<file path="src/rtl/bufwb_pkg.sv">
package bufwb_pkg;

  typedef enum logic [1:0] {
    RX_EMPTY = 2'b00,
    RX_ADDR  = 2'b01,
    RX_DATA  = 2'b10,
    RX_FULL  = 2'b11
  } rx_state_e;

  typedef enum logic [1:0] {
    PH_IDLE,
    PH_SEL,
    PH_LOAD,
    PH_XFER
  } wb_phase_e;

  localparam logic [1:0] OP_RECV = 2'b10;

endpackage

</file>
<file path="src/rtl/bufwb_slots.sv">
module bufwb_slots
  import bufwb_pkg::*;
#(
  parameter int NBUF = 16,
  localparam int IDXW = $clog2(NBUF)
) (
  input  logic              clk,
  input  logic              rst,
  input  logic [NBUF-1:0]   buf_valid,
  input  logic              claim_vld,
  input  logic [IDXW-1:0]   claim_idx,
  input  logic              start_vld,
  input  logic              fin_vld,
  input  logic [IDXW-1:0]   act_idx,
  output logic [2*NBUF-1:0] rx_states,
  output logic              new_ev
);

  logic [NBUF-1:0] valid_q;
  logic [NBUF-1:0] rise_ok;
  logic [NBUF-1:0] busy;

  always_ff @(posedge clk) begin
    if (rst) valid_q <= '0;
    else     valid_q <= buf_valid;
  end

  generate
    for (genvar i = 0; i < NBUF; i++) begin : g_slot
      rx_state_e st;
      logic      hit_claim;
      logic      hit_act;

      assign hit_claim = claim_vld && (claim_idx == IDXW'(i));
      assign hit_act   = (act_idx == IDXW'(i));
      assign rise_ok[i] = buf_valid[i] && !valid_q[i] && (st == RX_EMPTY) && !hit_claim;

      always_ff @(posedge clk) begin
        if (rst)                       st <= RX_EMPTY;
        else if (hit_claim)            st <= RX_ADDR;
        else if (start_vld && hit_act) st <= RX_DATA;
        else if (fin_vld && hit_act)   st <= RX_EMPTY;
        else if (rise_ok[i])           st <= RX_FULL;
      end

      assign rx_states[2*i +: 2] = st;
      assign busy[i] = (st == RX_ADDR) || (st == RX_DATA);
    end
  endgenerate

  assign new_ev = |rise_ok;

  // at most one buffer is ever claimed or streaming
  assert_single_active_R12: assert property (@(posedge clk) disable iff (rst)
    $onehot0(busy));

endmodule

</file>
<file path="src/rtl/bufwb_irq.sv">
module bufwb_irq (
  input  logic clk,
  input  logic rst,
  input  logic new_ev,
  input  logic done_ev,
  input  logic status_rd,
  input  logic irq_ack,
  output logic irq
);

  logic pend;

  always_ff @(posedge clk) begin
    if (rst) begin
      irq  <= 1'b0;
      pend <= 1'b0;
    end else begin
      if (irq && irq_ack)    irq <= 1'b0;
      else if (!irq && pend) irq <= 1'b1;

      if (new_ev || done_ev)              pend <= 1'b1;
      else if (status_rd || (!irq && pend)) pend <= 1'b0;
    end
  end

  // acknowledge always lowers the request
  assert_irq_ack_R4: assert property (@(posedge clk) disable iff (rst)
    irq && irq_ack |=> !irq);

  // without a latched cause the request cannot rise
  assert_irq_quiet_R4: assert property (@(posedge clk) disable iff (rst)
    !irq && !pend |=> !irq);

endmodule

</file>
<file path="src/rtl/bufwb_status.sv">
module bufwb_status #(
  parameter int NBUF = 16,
  parameter int DW   = 64
) (
  input  logic              clk,
  input  logic              rst,
  input  logic              cmd_rd,
  input  logic              host_done,
  input  logic [2*NBUF-1:0] rx_states,
  input  logic [2*NBUF-1:0] snd_states,
  output logic              cpl_valid,
  output logic [DW-1:0]     cpl_data
);

  localparam int USED = 4*NBUF;

  logic [DW-1:0] snap;

  generate
    for (genvar i = 0; i < NBUF; i++) begin : g_pack
      assign snap[4*i +: 4] = {rx_states[2*i +: 2], snd_states[2*i +: 2]};
    end
    if (DW > USED) begin : g_pad
      assign snap[DW-1:USED] = '0;
    end
  endgenerate

  always_ff @(posedge clk) begin
    if (rst) begin
      cpl_valid <= 1'b0;
      cpl_data  <= '0;
    end else if (cmd_rd) begin
      cpl_valid <= 1'b1;
      cpl_data  <= snap;
    end else if (host_done) begin
      cpl_valid <= 1'b0;
    end
  end

  // a read request always opens a completion
  assert_cpl_open_R1: assert property (@(posedge clk) disable iff (rst)
    cmd_rd |=> cpl_valid);

  // an open completion is stable until done
  assert_cpl_hold_R1: assert property (@(posedge clk) disable iff (rst)
    cpl_valid && !host_done && !cmd_rd |=> cpl_valid && $stable(cpl_data));

endmodule

</file>
<file path="src/rtl/bufwb_stream.sv">
module bufwb_stream
  import bufwb_pkg::*;
#(
  parameter int NBUF = 16,
  parameter int AW   = 48,
  parameter int LW   = 9,
  localparam int IDXW = $clog2(NBUF)
) (
  input  logic            clk,
  input  logic            rst,
  input  logic            cmd_wr,
  input  logic [1:0]      cmd_op,
  input  logic [IDXW-1:0] cmd_buf,
  input  logic [AW-1:0]   cmd_addr,
  input  logic [LW-1:0]   buf_len,
  input  logic            host_accept,
  input  logic            host_done,
  input  logic            cpl_busy,
  output logic [IDXW-1:0] buf_sel,
  output logic            buf_pop,
  output logic            wr_req,
  output logic [AW-1:0]   wr_addr,
  output logic [LW-1:0]   wr_len,
  output logic            claim_vld,
  output logic [IDXW-1:0] claim_idx,
  output logic            start_vld,
  output logic            fin_vld,
  output logic [IDXW-1:0] act_idx
);

  wb_phase_e       ph;
  logic [IDXW-1:0] idx_q;
  logic [LW-1:0]   left;

  assign claim_vld = (ph == PH_IDLE) && cmd_wr && (cmd_op == OP_RECV);
  assign claim_idx = cmd_buf;
  assign start_vld = (ph == PH_LOAD);
  assign fin_vld   = (ph == PH_XFER) && host_done && !cpl_busy;
  assign act_idx   = idx_q;
  assign buf_pop   = (ph == PH_XFER) && host_accept && (left != '0);

  always_ff @(posedge clk) begin
    if (rst) begin
      ph      <= PH_IDLE;
      idx_q   <= '0;
      buf_sel <= '0;
      wr_req  <= 1'b0;
      wr_addr <= '0;
      wr_len  <= '0;
      left    <= '0;
    end else begin
      unique case (ph)
        PH_IDLE: if (claim_vld) begin
          idx_q   <= cmd_buf;
          wr_addr <= cmd_addr;
          ph      <= PH_SEL;
        end
        PH_SEL: begin
          buf_sel <= idx_q;
          ph      <= PH_LOAD;
        end
        PH_LOAD: begin
          wr_req <= 1'b1;
          wr_len <= buf_len;
          left   <= buf_len;
          ph     <= PH_XFER;
        end
        PH_XFER: begin
          if (fin_vld) begin
            wr_req <= 1'b0;
            ph     <= PH_IDLE;
          end else if (buf_pop) begin
            left <= left - 1'b1;
          end
        end
        default: ph <= PH_IDLE;
      endcase
    end
  end

  // request header is stable while the request is open
  assert_req_hold_R9: assert property (@(posedge clk) disable iff (rst)
    wr_req && !host_done |=> wr_req && $stable(wr_addr) && $stable(wr_len));

  // the selected buffer never moves under an open request
  assert_sel_hold_R8: assert property (@(posedge clk) disable iff (rst)
    wr_req |=> $stable(buf_sel));

  // no pop without an open request
  assert_pop_in_req_R10: assert property (@(posedge clk) disable iff (rst)
    buf_pop |-> wr_req);

endmodule

</file>
<file path="src/rtl/bufwb_engine.sv">
module bufwb_engine
  import bufwb_pkg::*;
#(
  parameter int NBUF = 16,
  parameter int DW   = 64,
  parameter int AW   = 48,
  parameter int LW   = 9,
  localparam int IDXW = $clog2(NBUF)
) (
  input  logic              clk,
  input  logic              rst,
  input  logic [NBUF-1:0]   buf_valid,
  input  logic [2*NBUF-1:0] snd_state,
  output logic [IDXW-1:0]   buf_sel,
  output logic              buf_pop,
  input  logic [DW-1:0]     buf_word,
  input  logic [LW-1:0]     buf_len,
  input  logic              cmd_rd,
  input  logic              cmd_wr,
  input  logic [1:0]        cmd_op,
  input  logic [IDXW-1:0]   cmd_buf,
  input  logic [AW-1:0]     cmd_addr,
  output logic              cpl_valid,
  output logic [DW-1:0]     cpl_data,
  output logic              wr_req,
  output logic [AW-1:0]     wr_addr,
  output logic [LW-1:0]     wr_len,
  output logic [DW-1:0]     wr_data,
  input  logic              host_accept,
  input  logic              host_done,
  output logic              irq,
  input  logic              irq_ack
);

  logic [2*NBUF-1:0] rx_states;
  logic              new_ev;
  logic              claim_vld;
  logic [IDXW-1:0]   claim_idx;
  logic              start_vld;
  logic              fin_vld;
  logic [IDXW-1:0]   act_idx;

  bufwb_slots #(.NBUF(NBUF)) u_slots (
    .clk       (clk),
    .rst       (rst),
    .buf_valid (buf_valid),
    .claim_vld (claim_vld),
    .claim_idx (claim_idx),
    .start_vld (start_vld),
    .fin_vld   (fin_vld),
    .act_idx   (act_idx),
    .rx_states (rx_states),
    .new_ev    (new_ev)
  );

  bufwb_stream #(.NBUF(NBUF), .AW(AW), .LW(LW)) u_stream (
    .clk         (clk),
    .rst         (rst),
    .cmd_wr      (cmd_wr),
    .cmd_op      (cmd_op),
    .cmd_buf     (cmd_buf),
    .cmd_addr    (cmd_addr),
    .buf_len     (buf_len),
    .host_accept (host_accept),
    .host_done   (host_done),
    .cpl_busy    (cpl_valid),
    .buf_sel     (buf_sel),
    .buf_pop     (buf_pop),
    .wr_req      (wr_req),
    .wr_addr     (wr_addr),
    .wr_len      (wr_len),
    .claim_vld   (claim_vld),
    .claim_idx   (claim_idx),
    .start_vld   (start_vld),
    .fin_vld     (fin_vld),
    .act_idx     (act_idx)
  );

  bufwb_status #(.NBUF(NBUF), .DW(DW)) u_status (
    .clk        (clk),
    .rst        (rst),
    .cmd_rd     (cmd_rd),
    .host_done  (host_done),
    .rx_states  (rx_states),
    .snd_states (snd_state),
    .cpl_valid  (cpl_valid),
    .cpl_data   (cpl_data)
  );

  bufwb_irq u_irq (
    .clk       (clk),
    .rst       (rst),
    .new_ev    (new_ev),
    .done_ev   (fin_vld),
    .status_rd (cmd_rd),
    .irq_ack   (irq_ack),
    .irq       (irq)
  );

  // Head word of the selected buffer goes straight to the bus
  assign wr_data = buf_word;

endmodule

</file>
<file path="config.mk">
export PLATFORM = sky130hd
export DESIGN_NAME = bufwb_engine
export DESIGN_NICKNAME = d
export VERILOG_FILES = /design/src/rtl/bufwb_pkg.sv /design/src/rtl/bufwb_slots.sv /design/src/rtl/bufwb_irq.sv /design/src/rtl/bufwb_status.sv /design/src/rtl/bufwb_stream.sv /design/src/rtl/bufwb_engine.sv
export SDC_FILE = /design/constraint.sdc
export NUM_CORES = 1
export LEC_CHECK = 0
export BUFFER_PORTS_ARGS = -buffer_cell sky130_fd_sc_hd__buf_4
export CELL_PAD_IN_SITES_DETAIL_PLACEMENT = 0
export CELL_PAD_IN_SITES_GLOBAL_PLACEMENT = 1
export CORE_AREA = 3 3 162 164
export CTS_BUF_LIST = sky130_fd_sc_hd__clkbuf_16
export CTS_CLUSTER_SIZE = 24
export DETAILED_ROUTE_END_ITERATION = 8
export DIE_AREA = 0 0 165 167
export PLACE_DENSITY = 0.74
export SETUP_SLACK_MARGIN = 0.02
export SKIP_LAST_GASP = 1
export SYNTH_ARGS = -nofsm -noshare
export SYNTH_HDL_FRONTEND = slang
export SYNTH_SLANG_ARGS = --single-unit
</file>
<file path="constraint.sdc">
create_clock -name clk -period 2.2 [get_ports clk]
set_input_delay 0.22 -clock clk [delete_from_list [all_inputs] [get_ports clk]]
set_output_delay 0.22 -clock clk [all_outputs]
set_load 0.02 [all_outputs]
</file>
Yosys cells after proc, flatten, opt, wreduce, memory -nomap -nowiden
Index checks and enable logic that the tools add are counted.
{"block": "totals", "ff_bits": 192, "in_bits": 182, "out_inout_bits": 193}
{"block": "op_classes", "add_sub_neg": 1, "n_reduce_logical": 217, "n_mux": 76, "n_eq_ne": 38}
{"operator": "logical AND 1 bit", "n": 104}
{"operator": "two-way mux 2 bit", "n": 50}
{"operator": "equality test 4 bit, second input constant", "n": 16}
{"operator": "nonzero test 4 bit", "n": 16}
{"operator": "nonzero test 3 bit", "n": 16}
{"operator": "logical NOT 1 bit", "n": 34}
{"operator": "logical NOT 2 bit", "n": 17}
{"operator": "OR reduction 2 bit", "n": 17}
{"operator": "equality test 4 x 3 -> 1 bit, second input constant", "n": 8}
{"operator": "two-way mux 1 bit", "n": 21}
{"operator": "two-way mux 9 bit", "n": 2}
{"operator": "one-hot mux 9 bit (2 select lines)", "n": 1}
{"operator": "equality test 4 x 2 -> 1 bit, second input constant", "n": 4}
{"operator": "OR reduction 16 bit", "n": 1}
{"operator": "nonzero test 9 bit", "n": 1}
{"operator": "subtractor 9 x 1 -> 9 bit, second input constant", "n": 1}
{"operator": "equality test 4 x 1 -> 1 bit, second input constant", "n": 2}
{"operator": "logical NOT 4 bit", "n": 2}
{"operator": "one-hot mux 2 bit (4 select lines)", "n": 1}
{"operator": "equality test 2 bit, second input constant", "n": 3}
{"operator": "inequality test 2 bit, second input constant", "n": 3}
{"operator": "AND reduction 2 bit", "n": 3}
{"operator": "nonzero test 2 bit", "n": 3}
{"operator": "AND reduction 3 bit", "n": 1}
{"operator": "4 further kinds", "n": 5}

Logic depth before layout (Yosys ltp)
{"block": "logic_depth", "word_depth": 10, "ltp_mapped": 9}

Hierarchy
From an unflattened synthesis, not the netlist that was laid out.
{"block": "unflattened", "hier_cells": 938, "hier_area_um2": 8281.7}
{"mod": "bufwb_stream", "instances": 1, "area_per_inst_um2": 3133.0, "cells_each": 379, "seq_area_each_um2": 1541.5}
{"mod": "bufwb_status", "instances": 1, "area_per_inst_um2": 2344.7, "cells_each": 210, "seq_area_each_um2": 1301.2}
{"mod": "bufwb_slots", "instances": 1, "area_per_inst_um2": 2255.9, "cells_each": 278, "seq_area_each_um2": 960.9}
{"mod": "bufwb_engine", "instances": 1, "area_per_inst_um2": 480.5, "cells_each": 64, "seq_area_each_um2": 0.0}
{"mod": "bufwb_irq", "instances": 1, "area_per_inst_um2": 67.6, "cells_each": 7, "seq_area_each_um2": 40.0}

Worst setup path after synthesis
OpenSTA, ideal clock, no wires.
{"block": "synth_path", "kind": "register to register", "startpoint": "reg u_stream.ph[0]", "endpoint": "reg u_irq.pend", "slack_ns": 0.313, "required_ns": 2.053, "n_path_buf": 1, "arrival_time_ns": 1.739, "stages_incl_launch_ff": 9, "cell_sequence": "dfxtp_1 inv_1 ha_1 and4b_1 buf_4 nand3_2 o32a_1 a2111oi_2 a41oi_1"}
{"block": "synth_between", "elab_chain_len": 9, "word_cells_on_any_way": 58}
{"item": "from (decl)", "line": "bufwb_stream.sv:31", "rtl": "wb_phase_e ph;"}
{"item": "from (signal assigned)", "line": "bufwb_stream.sv:44", "rtl": "ph <= PH_IDLE;"}
{"item": "from (signal assigned)", "line": "bufwb_stream.sv:56", "rtl": "ph <= PH_SEL;"}
{"item": "from (signal assigned)", "line": "bufwb_stream.sv:60", "rtl": "ph <= PH_LOAD;"}
{"item": "logical NOT 2 bit", "line": "bufwb_stream.sv:35", "rtl": "assign claim_vld = (ph == PH_IDLE) && cmd_wr && (cmd_op == OP_RECV);"}
{"item": "logical AND 1 bit (2 in a row)", "line": "bufwb_stream.sv:35"}
{"item": "logical AND 1 bit", "line": "bufwb_slots.sv:34", "rtl": "assign hit_claim = claim_vld && (claim_idx == IDXW'(i));"}
{"item": "logical NOT 1 bit", "line": "bufwb_slots.sv:36", "rtl": "assign rise_ok[i] = buf_valid[i] && !valid_q[i] && (st == RX_EMPTY) && !hit_claim;"}
{"item": "logical AND 1 bit", "line": "bufwb_slots.sv:36"}
{"item": "OR reduction 16 bit", "line": "bufwb_slots.sv:51", "rtl": "assign new_ev = |rise_ok;"}
{"item": "logical OR 1 bit *", "line": "bufwb_irq.sv:21", "rtl": "if (new_ev || done_ev) pend <= 1'b1;"}
{"item": "two-way mux 1 bit or nonzero test 2 bit (tied branches)"}
{"item": "to (signal assigned)", "line": "bufwb_irq.sv:16", "rtl": "pend <= 1'b0;"}
{"item": "to (signal assigned)", "line": "bufwb_irq.sv:21"}
{"item": "to (signal assigned)", "line": "bufwb_irq.sv:22", "rtl": "else if (status_rd || (!irq && pend)) pend <= 1'b0;"}
{"item": "to (decl)", "line": "bufwb_irq.sv:11", "rtl": "logic pend;"}
Every way passes the cells marked *; elsewhere a longest branch is shown, timed or not.
A chain may end at the register's enable or synchronous reset.

Worst setup path in the final report
Same ends and word-level chain as after synthesis.

==> flow_summary.ini <==
[pwr]
p_per_area_nw_per_um2 = 844
leakage_nw = 4.54
ir_drop_mv = 0.425
power.total_mw = 8.99

[detailed_routing]
drc = 0
drt_iter0_markers = 473
vias = 7061
via_per_inst = 4.84
ant_nets = 0
drt_first_pass_iters = 5
wirelength_um = 23700
avgRoutedWirePerCell_um = 16.3

[cts]
cts_max_level = 4
clock_path_buffers = 2
cts.root.buffer_cell = clkbuf_16
path_clk_slew_ns = 0.07
cts.sinks = 192
cts_buffers = 17
clk-insertion-delay-late_ns = 0.43
cts_tree = built
cts_setup_buffers = 0

[final_layout]
drive_gt1_share_pct = 29.2
fillers = 2564
nets = 1308
areaGrowthSynthToFinish_pct = 30.8
antenna_cells = 0

[sta]
tns_ns = 0
clock.fmax_mhz = 473
setup-violations-final = 0
worstMarginPinSlew_ns = 0.678
fin_skew_ns = 0.0144
layout_min_cycle_time_ns = 2.11
slew_viol_final = 0
finalHoldViolations = 0
rsz0062_at_grt = false
max_slew_margin_pct = 54.2
period_share_pct = 96.0

[floorplanning]
fp-row-count = 58
core-area_um2 = 25000
die_w_um = 165
start_util_pct = 32.6
io_pins = 375
die_h_um = 167
die_area_um2 = 27600

[yosys]
synth-seq-area-share_pct = 47.2
synth_cell_type_count = 52
synth_edf_count = 0
ys_ff_latch = 192
ys.flop_type = dfxtp_1
synth.area.top_cells = dfxtp_1 (47%), mux2i_1 (9.7%), nand2_1 (6.9%)
netlist_instances = 929
synth_top_area_cell = dfxtp_1
avgSynthCellArea_um2 = 8.77
ys_warn_count = 0
synth-async-reset-ratio_pct = 0
netlist_area_um2 = 8150
syn_nets = 1118
synth_top_area_share_pct = 47.2

[grt]
grt_max_degree = 66
grt_use_total_pct = 16.9
antenna_found_initial = 1
grt_pass1_wl_um = 37300
grt_pass1_vias = 6763
grt-ovfl-total = 0

[placed_design]
hpwl_um = 17100
routabilityCongestion = 0.866
port_buffers = 246

[critical_path]
worstSetupEndpointType = flip-flop
critPathArrivalTime_ns = 2.39
path_class = reg -> reg
start_kind = flip-flop
cp_max_fo = 7
worstPathRequired_ns = 2.47

[run_status]
status = finished clean

[hold_path]
hp-class = in -> reg

[run]
max_cap_viol_count = 0
[through the flow]
stage | worst slack (ns) | instances | hold WS (ns) | area [um^2] | utilization (%)
5_1_grt | 0.0614 | 1460 | 0.0151 | 10700 | 42.6
4_1_cts | 0.120 | 1460 | 0.00106 | 10600 | 42.5
3_5_place_dp | 0.129 | 1423 | 0.411 | 10000 | 40.1
2_1_floorplan | 0.313 | 929 | 0.320 | 8150 | -
3_3_place_gp | 0.132 | 1423 | 0.407 | 10000 | 40.1
6_report | 0.0879 | 1460 | 0.0206 | 10700 | 42.6
[cell families (layout without fill, tap and decap cells)]
group / count (synthesis) / after routing / synth area share [%]
adders and majority gates: 7 / 7 / 1.07
buffers and inverters: 133 / 334 / 9.41
muxes: 82 / 82 / 10.1
DFF: 192 / 192 / 47.2
and+or+nand+nor: 350 / 350 / 19.9
AOI/OAI and AO/OA: 165 / 165 / 12.4
[synth_stat cells, types with 2 or more instances]
master    count
nor2b_1      24
and3_1        5
dfxtp_1     192
nor2_1      111
nand2b_1     10
ha_1          7
nor3_1        5
nand3_1       9
nor4b_1       9
o21ai_0      10
mux2i_1      79
buf_2        10
mux2_1        2
a31oi_1       6
o22ai_1      33
o21ai_1       2
a221oi_1     15
nand2_1     149
inv_1        10
a211oi_1      5
nor4b_2       4
clkbuf_1     38
nand3b_1      3
nor4_1        2
o211ai_1      2
or2_2         2
a41oi_1       2
buf_4        66
nor3b_1       5
buf_1         8
and2_1        4
a21oi_1      80
[worst max-delay path, stage by stage (launching register included)]
cell,delay (ns)
dfxtp_1,0.34
inv_1,0.11
ha_1,0.23
and4b_2,0.31
and3_2,0.29
a41oi_1,0.13
a2111oi_0,0.39
a41oi_1,0.17
[routing by layer]
metal	track usage, %	wire, um
met1	22.2	10200
met2	26.5	10900
met3	5.25	2130
met4	5.40	486
met5	0	6
[what timing repair did]
item                                    CTS  global route
hold buffers                              7             0
endpoints found under the setup margin    0             1
hold endpoints to repair                  7             0
resized for setup                         0             2
[cells in the final DEF (no fill, tap or decap), drive strengths merged, types with 3 or more instances in the layout]
master / instances
a41oi: 3
mux2: 3
nor3: 6
a31oi: 6
ha: 7
mux2i: 79
nand2b: 10
o21ai: 12
nor2: 111
dfxtp: 192
clkinv: 7
nand3b: 3
nand2: 149
nand3: 10
buf: 287
and2: 5
o22ai: 33
and3: 5
nor3b: 5
a21oi: 80
inv: 13
a221oi: 15
a211oi: 5
dlygate4sd3: 7
nor2b: 24
nor4b: 13
clkbuf: 17
[layout make-up]
class | count | area [um^2] | area share, %
multi-input combinational | 604 | 3550 | 33.3
timing repair buffer | 294 | 2270 | 21.3
clock inverter | 13 | 123 | 1.15
inverter | 10 | 37.5 | 0.352
sequential | 192 | 3840 | 36.1
tap | 330 | 413 | 3.87
clock buffer | 17 | 425 | 3.99
[power by group]
| part | switching, mW | total, mW | internal [mW] |
|---|---|---|---|
| combinational | 1.10 | 2.01 | 0.913 |
| clock | 1.34 | 2.99 | 1.65 |
| sequential | 0.220 | 3.99 | 3.77 |
| total | 2.66 | 8.99 | 6.33 |
[flip-flops by register name (all words and copies together) (netlist names)]
| register | cells |
|---|---|
| u_status.cpl_valid | 1 |
| u_stream.wr_addr | 48 |
| u_stream.act_idx | 4 |
| u_stream.ph | 2 |
| u_irq.pend | 1 |
| u_stream.left | 9 |
| u_stream.wr_len | 9 |
| u_stream.buf_sel | 4 |
| u_status.cpl_data | 64 |
| u_irq.irq | 1 |
| u_slots.valid_q | 16 |
| u_stream.wr_req | 1 |
| u_slots.g_slot.st | 32 |
[worst paths after layout]
check / from / end / slack, ns / depth (start not counted)
max reg2reg: u_stream.ph[0] / u_irq.pend / 0.09 / 7
min: buf_valid[14] / u_slots.valid_q[14] / 0.02 / 2
min reg2reg: u_stream.wr_addr[13] / u_stream.wr_addr[13] / 0.45 / 2
max: u_stream.ph[0] / u_irq.pend / 0.09 / 7
(Power assumes the default switching activity.)
